$ cat config.mk
export PLATFORM = sky130hd
export DESIGN_NAME = uart_echo_ctrl
export DESIGN_NICKNAME = d
export VERILOG_FILES = /design/src/rtl/uart_echo_pkg.sv /design/src/rtl/uart_echo_ctrl_fsm.sv /design/src/rtl/uart_echo_datapath.sv /design/src/rtl/uart_echo_ctrl.sv
export SDC_FILE = /design/constraint.sdc
export NUM_CORES = 1
export LEC_CHECK = 0
export BUFFER_PORTS_ARGS = -buffer_cell sky130_fd_sc_hd__clkbuf_2
export CAP_MARGIN = 10
export CORE_MARGIN = 2
export CORE_UTILIZATION = 35
export CTS_CLUSTER_DIAMETER = 40
export DETAILED_ROUTE_END_ITERATION = 12
export GPL_ROUTABILITY_DRIVEN = 0
export GPL_TIMING_DRIVEN = 0
export SLEW_MARGIN = 10
export SYNTH_ARGS = -nofsm -noshare
export SYNTH_HDL_FRONTEND = slang
export SYNTH_HIERARCHICAL = 1
export SYNTH_SLANG_ARGS = --single-unit
$ cat constraint.sdc
create_clock -name clk -period 1.6 [get_ports clk]
set_input_delay 0.24 -clock clk [delete_from_list [all_inputs] [get_ports clk]]
set_output_delay 0.24 -clock clk [all_outputs]
set_load 0.01 [all_outputs]
$ cat src/rtl/uart_echo_pkg.sv
package uart_echo_pkg;
  // Strobes from control to datapath, one cycle each
  typedef struct packed {
    logic push;     // write rxData into the queue tail
    logic pop;      // retire the queue head
    logic ledLoad;  // capture the received nibble
    logic testAdv;  // advance the test counter
  } ctrlStrobes_t;
endpackage

$ cat src/rtl/uart_echo_ctrl_fsm.sv
module uart_echo_ctrl_fsm
  import uart_echo_pkg::*;
#(
  parameter int DEPTH = 2
) (
  input  logic         clk,
  input  logic         rstN,
  input  logic         rxValid,
  input  logic         txBusy,
  input  logic         testMode,
  output ctrlStrobes_t strobes,
  output logic         txStart,
  output logic         selTest,
  output logic         overrun
);
  localparam int CNT_W = $clog2(DEPTH + 1);
  localparam logic [CNT_W-1:0] FULL_CNT = CNT_W'(DEPTH);

  logic [CNT_W-1:0] fillCnt;
  logic             haveByte;
  logic             popNow;
  logic             pushNow;

  assign haveByte = (fillCnt != '0);
  assign popNow   = !testMode && haveByte && !txBusy;
  assign pushNow  = rxValid && !testMode && ((fillCnt != FULL_CNT) || popNow);

  assign txStart  = testMode ? !txBusy : popNow;
  assign selTest  = testMode;

  always_comb begin
    strobes         = '0;
    strobes.push    = pushNow;
    strobes.pop     = popNow;
    strobes.ledLoad = rxValid;
    strobes.testAdv = testMode && !txBusy;
  end

  always_ff @(posedge clk or negedge rstN) begin
    if (!rstN) begin
      fillCnt <= '0;
      overrun <= 1'b0;
    end else begin
      case ({pushNow, popNow})
        2'b10:   fillCnt <= fillCnt + 1'b1;
        2'b01:   fillCnt <= fillCnt - 1'b1;
        default: fillCnt <= fillCnt;
      endcase
      if (rxValid && !testMode && haveByte)
        overrun <= 1'b1;
    end
  end
endmodule

$ cat src/rtl/uart_echo_datapath.sv
module uart_echo_datapath
  import uart_echo_pkg::*;
#(
  parameter int DATA_W = 8,
  parameter int LED_W  = 4,
  parameter int DEPTH  = 2
) (
  input  logic              clk,
  input  logic              rstN,
  input  ctrlStrobes_t      strobes,
  input  logic              selTest,
  input  logic [DATA_W-1:0] rxData,
  output logic [DATA_W-1:0] txData,
  output logic [LED_W-1:0]  ledNibble
);
  localparam int PTR_W = (DEPTH > 1) ? $clog2(DEPTH) : 1;
  localparam logic [PTR_W-1:0] LAST_SLOT = PTR_W'(DEPTH - 1);

  logic [DATA_W-1:0] slotMem [DEPTH];
  logic [PTR_W-1:0]  wrPtr;
  logic [PTR_W-1:0]  rdPtr;
  logic [DATA_W-1:0] testCnt;
  logic [LED_W-1:0]  ledReg;

  for (genvar s = 0; s < DEPTH; s++) begin : g_slot
    always_ff @(posedge clk) begin
      if (strobes.push && (wrPtr == PTR_W'(s)))
        slotMem[s] <= rxData;
    end
  end

  always_ff @(posedge clk or negedge rstN) begin
    if (!rstN) begin
      wrPtr   <= '0;
      rdPtr   <= '0;
      testCnt <= '0;
      ledReg  <= '0;
    end else begin
      if (strobes.push)
        wrPtr <= (wrPtr == LAST_SLOT) ? '0 : wrPtr + 1'b1;
      if (strobes.pop)
        rdPtr <= (rdPtr == LAST_SLOT) ? '0 : rdPtr + 1'b1;
      if (strobes.testAdv)
        testCnt <= testCnt + 1'b1;
      if (strobes.ledLoad)
        ledReg <= rxData[LED_W-1:0];
    end
  end

  assign txData    = selTest ? testCnt : slotMem[rdPtr];
  assign ledNibble = ledReg;
endmodule

$ cat src/rtl/uart_echo_ctrl.sv
module uart_echo_ctrl
  import uart_echo_pkg::*;
#(
  parameter int DATA_W = 8,
  parameter int LED_W  = 4,
  parameter int DEPTH  = 2
) (
  input  logic              clk,
  input  logic              rstN,
  input  logic              rxValid,
  input  logic [DATA_W-1:0] rxData,
  input  logic              txBusy,
  input  logic              testMode,
  output logic              txStart,
  output logic [DATA_W-1:0] txData,
  output logic [LED_W-1:0]  ledNibble,
  output logic              overrun
);
  ctrlStrobes_t strobes;
  logic         selTest;

  uart_echo_ctrl_fsm #(.DEPTH(DEPTH)) u_ctrl (
    .clk(clk), .rstN(rstN), .rxValid(rxValid), .txBusy(txBusy),
    .testMode(testMode), .strobes(strobes), .txStart(txStart),
    .selTest(selTest), .overrun(overrun)
  );

  uart_echo_datapath #(.DATA_W(DATA_W), .LED_W(LED_W), .DEPTH(DEPTH)) u_dp (
    .clk(clk), .rstN(rstN), .strobes(strobes), .selTest(selTest),
    .rxData(rxData), .txData(txData), .ledNibble(ledNibble)
  );
endmodule

==> results of run 1 <==
[stage by stage]
stage          worst slack [ps]  utilization (%)  instances
2_1_floorplan              59.0                -        112
5_1_grt                    7.13             43.7        196
6_report                   94.0             43.7        196
4_1_cts                    19.0             43.5        196
3_3_place_gp               -286             41.2        187
3_5_place_dp               -360             41.2        187
[worst paths after layout]
kind	from	endpoint	depth (start not counted)	slack (ps)
worst max-delay path	u_dp/rdPtr	txData[1]	4	90
worst min-delay path	rxData[5]	u_dp/slotMem[1][5]	1	150
worst max register to register	u_ctrl/fillCnt[1]	u_dp/slotMem[1][7]	5	100
worst min register to register	u_ctrl/overrun	u_ctrl/overrun	1	470
max in group asynchronous	rstN	u_dp/testCnt[2]	2	870
min in group asynchronous	rstN	u_dp/testCnt[5]	2	430
[worst register-to-register path, stage by stage, from the launching register on]
cell and delay (ps):
dfrtp_1 360, buf_2 170, nand2_1 70, o21a_1 100
buf_4 110, and2_1 360
[cell type report]
| class | instances | area, um^2 | share of cell area [%] |
|---|---|---|---|
| well taps | 50 | 62.6 | 3.58 |
| flip-flops and latches | 33 | 906 | 51.9 |
| multi-input cells | 71 | 503 | 28.8 |
| clock inverters | 3 | 12.5 | 0.716 |
| plain buffers | 8 | 58.8 | 3.37 |
| clock buffers | 5 | 68.8 | 3.94 |
| repair buffers | 26 | 135 | 7.74 |
[flip-flops by register name (all words and copies together) (netlist names)]
register / cells
u_dp/wrPtr: 1
u_dp/testCnt: 8
u_ctrl/overrun: 1
u_ctrl/fillCnt: 2
u_dp/slotMem: 16
u_dp/rdPtr: 1
u_dp/ledNibble: 4
[synth_stat cells, types with 3 or more instances]
cell and n:
dfrtp_1 17, nand4_1 3, nor2_1 5, mux2_2 5, edfxtp_1 16, xor2_1 6, nand2_1 11, mux2i_1 9
buf_4 5, o21ai_0 8, xnor2_1 3, nor2b_1 5
[cell usage in the layout, fill, tap and decap left out, types with 2 or more instances in the layout]
master,instances
xor2_1,6
buf_2,2
nor2b_1,4
clkbuf_8,5
clkinv_1,2
o31ai_1,2
nor2_1,5
o21ai_1,4
nand2_1,11
edfxtp_1,16
o21ai_0,5
buf_4,5
clkbuf_2,25
xnor2_1,3
nor3_1,2
dfrtp_1,17
mux2_2,5
nand4_1,3
mux2i_1,9
[power groups by stage]
stage | clock [uW] | sequential, uW | combinational, uW
3_3_place_gp | 0 | 1210 | 575
3_5_place_dp | 0 | 1230 | 587
5_1_grt | 636 | 1240 | 651
6_report | 574 | 1220 | 587
4_1_cts | 595 | 1210 | 593
2_1_floorplan | 0 | 1190 | 410
[cell families (layout without fill, tap and decap cells)]
kind of cell,count (synthesis),count (layout)
adder cells (fa/ha/maj),1,1
XOR/XNOR,9,9
multiplexers,14,14
AND/OR/NAND/NOR,33,33
buffers and inverters,8,42
AO/OA/AOI/OAI,14,14
flip-flops,33,33
[repair_timing]
item                       in CTS  in global routing
hold endpoints to repair       17                  0
setup endpoints to repair       8                 11
hold buffers                    1                  0
gates resized for setup         1                  4
[metal layers]
| layer | track usage, % | part of all wire (%) | wire length (um) | vias up |
|---|---|---|---|---|
| met5 | 0 | 0 | 0 | - |
| met4 | 6.75 | 1.1 | 28 | 0 |
| met3 | 4.71 | 5.1 | 132 | 4 |
| met2 | 21.2 | 52 | 1340 | 22 |
| met1 | 14.4 | 42 | 1070 | 437 |
| li1 | - | - | - | 460 |
==> metrics.txt, run 1 <==
via count=roughly 920; Seq pwr share=between 50% and 60%; Buf+Inv Stages, Crit Path=2; EDFF count, synth=16; FILL cells=about 360; DR pass1 iterations=4; Routed Wire Length=~2.6 mm; Detailed Route Iter0 Violations=18; Worst Setup Start Kind=flip-flop; routed vias/inst=approximately 4.7; FF+latch count, synth=33; worst hold margin=146 ps; global-route wire length before repair=roughly 4.2 mm; outcome=finished, final reports clean; min Tclk post-route=1510 ps; Final Max Tran Viols=0; clock-pin slew on the worst setup and hold paths=about 70 ps; largest net degree at the start of global routing=18; max_cap viols=0; Synth Warn #=6; Synth Area in XOR/XNOR=5.40%; worst slew pin tran=around 480 ps; # IOs=27; Clk pwr share=24.1%; # diodes=0; post-route cell area=1750 um^2; Crit Path Category=flip-flop to primary output; switching share of power=between 30% and 40%; VDD IR max=approximately 600 uV; die area=~4700 um^2; P per Cell Area=1360 nW/um^2; Rel. slew slack=a little under 70%; Initial Util=~37%; Tot Pwr=roughly 2400 uW; Syn Std Cell Area=1460 um^2; mux cell area share after synthesis=10.0%; fraction of the mapped netlist area in simple logic gates=12.1%; Hold Vio Cnt, Final=0; ratio of cells with drive above 1 in the final layout=between 30% and 40%; internal power=between 1500 and 2000 uW; CP max stage cell=dfrtp_1; DR WL/cell=roughly 13 um; Max Fclk=around 660 MHz; Clock Path Buffers=2; Die Y-Extent=approximately 69 um; CTS buffer count=5; H-tree level count=2; Compound-Gate Fraction of Synth Area=between 5 and 6%; root buffer cell=clkbuf_8; Clock Latency Late Sink=between 200 and 300 ps; Synth Instances=between 100 and 150; dpl hpwl=about 1.9 mm; Post-route DRC=0; initial antenna violation count=0; I/O Buffers=25; Syn Nets=126; Cell Rows=23; asr flop ratio synth=about half; P&R area growth vs syn=19.6%; TritonCTS clock tree=built; register area share after synthesis=approximately 62%; element type at the critical path end=primary output; Lkg Pwr=around 0.00075 uW; largest area contributor in the netlist=edfxtp_1; Post-synth top flop=dfrtp_1; Die Wd=68.6 um; clk sinks=33; worst hold path class=input port to flip-flop; Finish-stage setup viols=0; Worst Path Required=around 1400 ps; Worst Skew=~4.7 ps; Total GRT Usage=12.8%; Crit path arrival time=between 1000 and 1500 ps; Synth area leaders=edfxtp_1 (33%), dfrtp_1 (29%), mux2i_1 (6.2%); vias in the first global route=slightly above 900; TNS Setup=0 ps; Placed Area=around 1600 um^2; Crit Path Max Fanout=9; fraction of the mapped netlist area in adder cells=0.857%; switching power=about 740 uW; core area=approximately 4000 um^2; Max stage delay on crit path=between 300 and 400 ps; fin nets=~160; critical path's top delay family=flip-flops; grt ovf=0; remaining antenna violation count=0; combinational power share=between 20% and 30%; critical path cell sequence=buf_4 -> mux2i_1 -> o21ai_0 -> clkbuf_2; Mean Syn Cell Area=~13 um^2; Synth cell types=28; # Post-CTS Setup Buffers=0; unrepaired setup endpoints after global routing=false; top cell type's share of synthesized area=between 30 and 40%; largest family of logic cells by synthesized area=simple AND/OR/NAND/NOR gates; fin crit share=94.1%
(Power assumes the default switching activity.)
==> run 2: changes to the inputs <==
Settings changed: CELL_PAD_IN_SITES_DETAIL_PLACEMENT from default to 1, CELL_PAD_IN_SITES_GLOBAL_PLACEMENT from default to 1, PLACE_DENSITY_LB_ADDON from default to 0.1.
==> metrics.txt, run 2 (same netlist as run 1, synthesis figures left out) <==
outcome=finished, final reports clean; P per Cell Area=1390 nW/um^2 (+2.0%); P&R area growth vs syn=20.7%; via count=957 (+3.7%); I/O Buffers=25 (unchanged); CTS buffer count=5 (unchanged); Detailed Route Iter0 Violations=59 (+41); Initial Util=36.5% (unchanged); die area=4700 um^2 (unchanged); Finish-stage setup viols=0 (unchanged); DR WL/cell=13.7 um (+4.0%); Crit Path Category=flip-flop to primary output; Total GRT Usage=13.4% (+0.59 points); Placed Instances=187 (unchanged); Final Max Tran Viols=0 (unchanged); initial antenna violation count=0 (unchanged); Max Fclk=652 MHz (-1.8%); core area=4000 um^2 (unchanged); largest net degree at the start of global routing=18 (unchanged); fin crit share=95.9% (+1.8 points); Worst R2R Setup Slack=200 ps (+100 ps); Routed Wire Length=2.68 mm (+4.0%); most flop-heavy register=u_dp/slotMem; Worst Setup Start Kind=flip-flop; min Tclk post-route=1530 ps (+28.3 ps); # IOs=27 (unchanged); grt ovf=0 (unchanged); Lkg Pwr=0.000742 uW (-0.96%); Tot Pwr=2450 uW (+2.8%); # Post-CTS Setup Buffers=0 (unchanged); remaining antenna violation count=0 (unchanged); H-tree level count=2 (unchanged); post-route cell area=1760 um^2 (+0.86%); fin nets=159 (unchanged); VDD IR max=583 uV (-2.5%); Cell Rows=23 (unchanged); Crit path arrival time=1290 ps (+20 ps); Crit Path Max Fanout=9 (unchanged); Worst Skew=4.41 ps (-0.283 ps); fin cells=196 (unchanged); dpl hpwl=2.04 mm (+7.0%); Die Y-Extent=68.6 um (unchanged); worst hold path class=input port to flip-flop; worst hold margin=145 ps (-1.00 ps); Hold Vio Cnt, Final=0 (unchanged); unrepaired setup endpoints after global routing=false; worst slew pin tran=476 ps (-3.28 ps); ratio of cells with drive above 1 in the final layout=36.3% (+2.7 points); Clock Latency Late Sink=290 ps (about the same); commonest non-fill, non-tap cell in the layout=clkbuf_2; DR pass1 iterations=4 (unchanged); Clock Path Buffers=2 (unchanged); Post-route DRC=0 (unchanged); clock-pin slew on the worst setup and hold paths=70 ps (about the same); FILL cells=452 (+24%); TritonCTS clock tree=built; clk sinks=33 (unchanged); routed vias/inst=4.88 (+3.7%); top library cells by usage in the layout, fill and taps aside=clkbuf_2 (25), dfrtp_1 (17), edfxtp_1 (16); global-route wire length before repair=4.44 mm (+4.7%); max_cap viols=0 (unchanged); vias in the first global route=962 (+5.4%); number of flip-flops under the largest register name=16 (unchanged); Worst Path Required=1360 ps (about the same); # diodes=0 (unchanged); Placed Area=1650 um^2 (unchanged); Die Wd=68.6 um (unchanged); element type at the critical path end=primary output; fin util=44.0% (+0.38 points); root buffer cell=clkbuf_8; Rel. slew slack=68.2% (+0.22 points)
-- run 2: cell types whose count changed in the layout (fill, tap and decap cells not counted), sizes merged --
cell | before | now
clkinv | 3 | 0
clkinvlp | 0 | 3
-- run 2: layer usage --
layer  routed length [um]  track usage (%)
met5                    0                0
met3                  141             4.55
met2                 1380             22.1
met4                   53             6.75
met1                 1100             15.4
-- run 2: where the power goes --
group          internal (uW)  switching [uW]
clock                    305             326
combinational            295             308
sequential              1060             155
total                   1660             789
-- run 2: final cells by class --
class                   instances  area, um^2  share of cell area, %
repair buffers                 26         135                   7.67
flip-flops and latches         33         906                   51.4
plain buffers                   8        58.8                   3.34
well taps                      50        62.6                   3.55
clock inverters                 3        22.5                   1.28
multi-input cells              71         508                   28.8
clock buffers                   5        68.8                   3.91
-- run 2: worst max-delay path, stage by stage (launching register included) --
cell and delay (ps):
dfrtp_1 360, buf_4 190, mux2i_2 160, o21ai_1 140, clkbuf_2 150
-- run 2: repair_timing --
action / 4_1_cts / 5_1_grt
pin swaps: 0 / 0
resized for setup: 3 / 8
hold buffers: 1 / 0
hold endpoints to repair: 17 / 0
endpoints found under the setup margin: 10 / 22
-- run 2: final timing paths --
kind | cells after the start | start | end
max | 4 | u_dp/rdPtr | txData[3]
min | 1 | rxData[5] | u_dp/slotMem[1][5]
max reg2reg | 5 | u_ctrl/fillCnt[1] | u_dp/slotMem[0][6]
min reg2reg | 1 | u_ctrl/overrun | u_ctrl/overrun
max in group asynchronous | 2 | rstN | u_dp/testCnt[6]
min in group asynchronous | 2 | rstN | u_dp/rdPtr
-- run 2: through the flow --
step | TNS [ps] | worst slack [ps]
5_1_grt | 0 | 6.99
3_5_place_dp | -3350 | -339
4_1_cts | 0 | 21.3
3_3_place_gp | -2660 | -301
2_1_floorplan | 0 | 59.0
6_report | 0 | 65.7
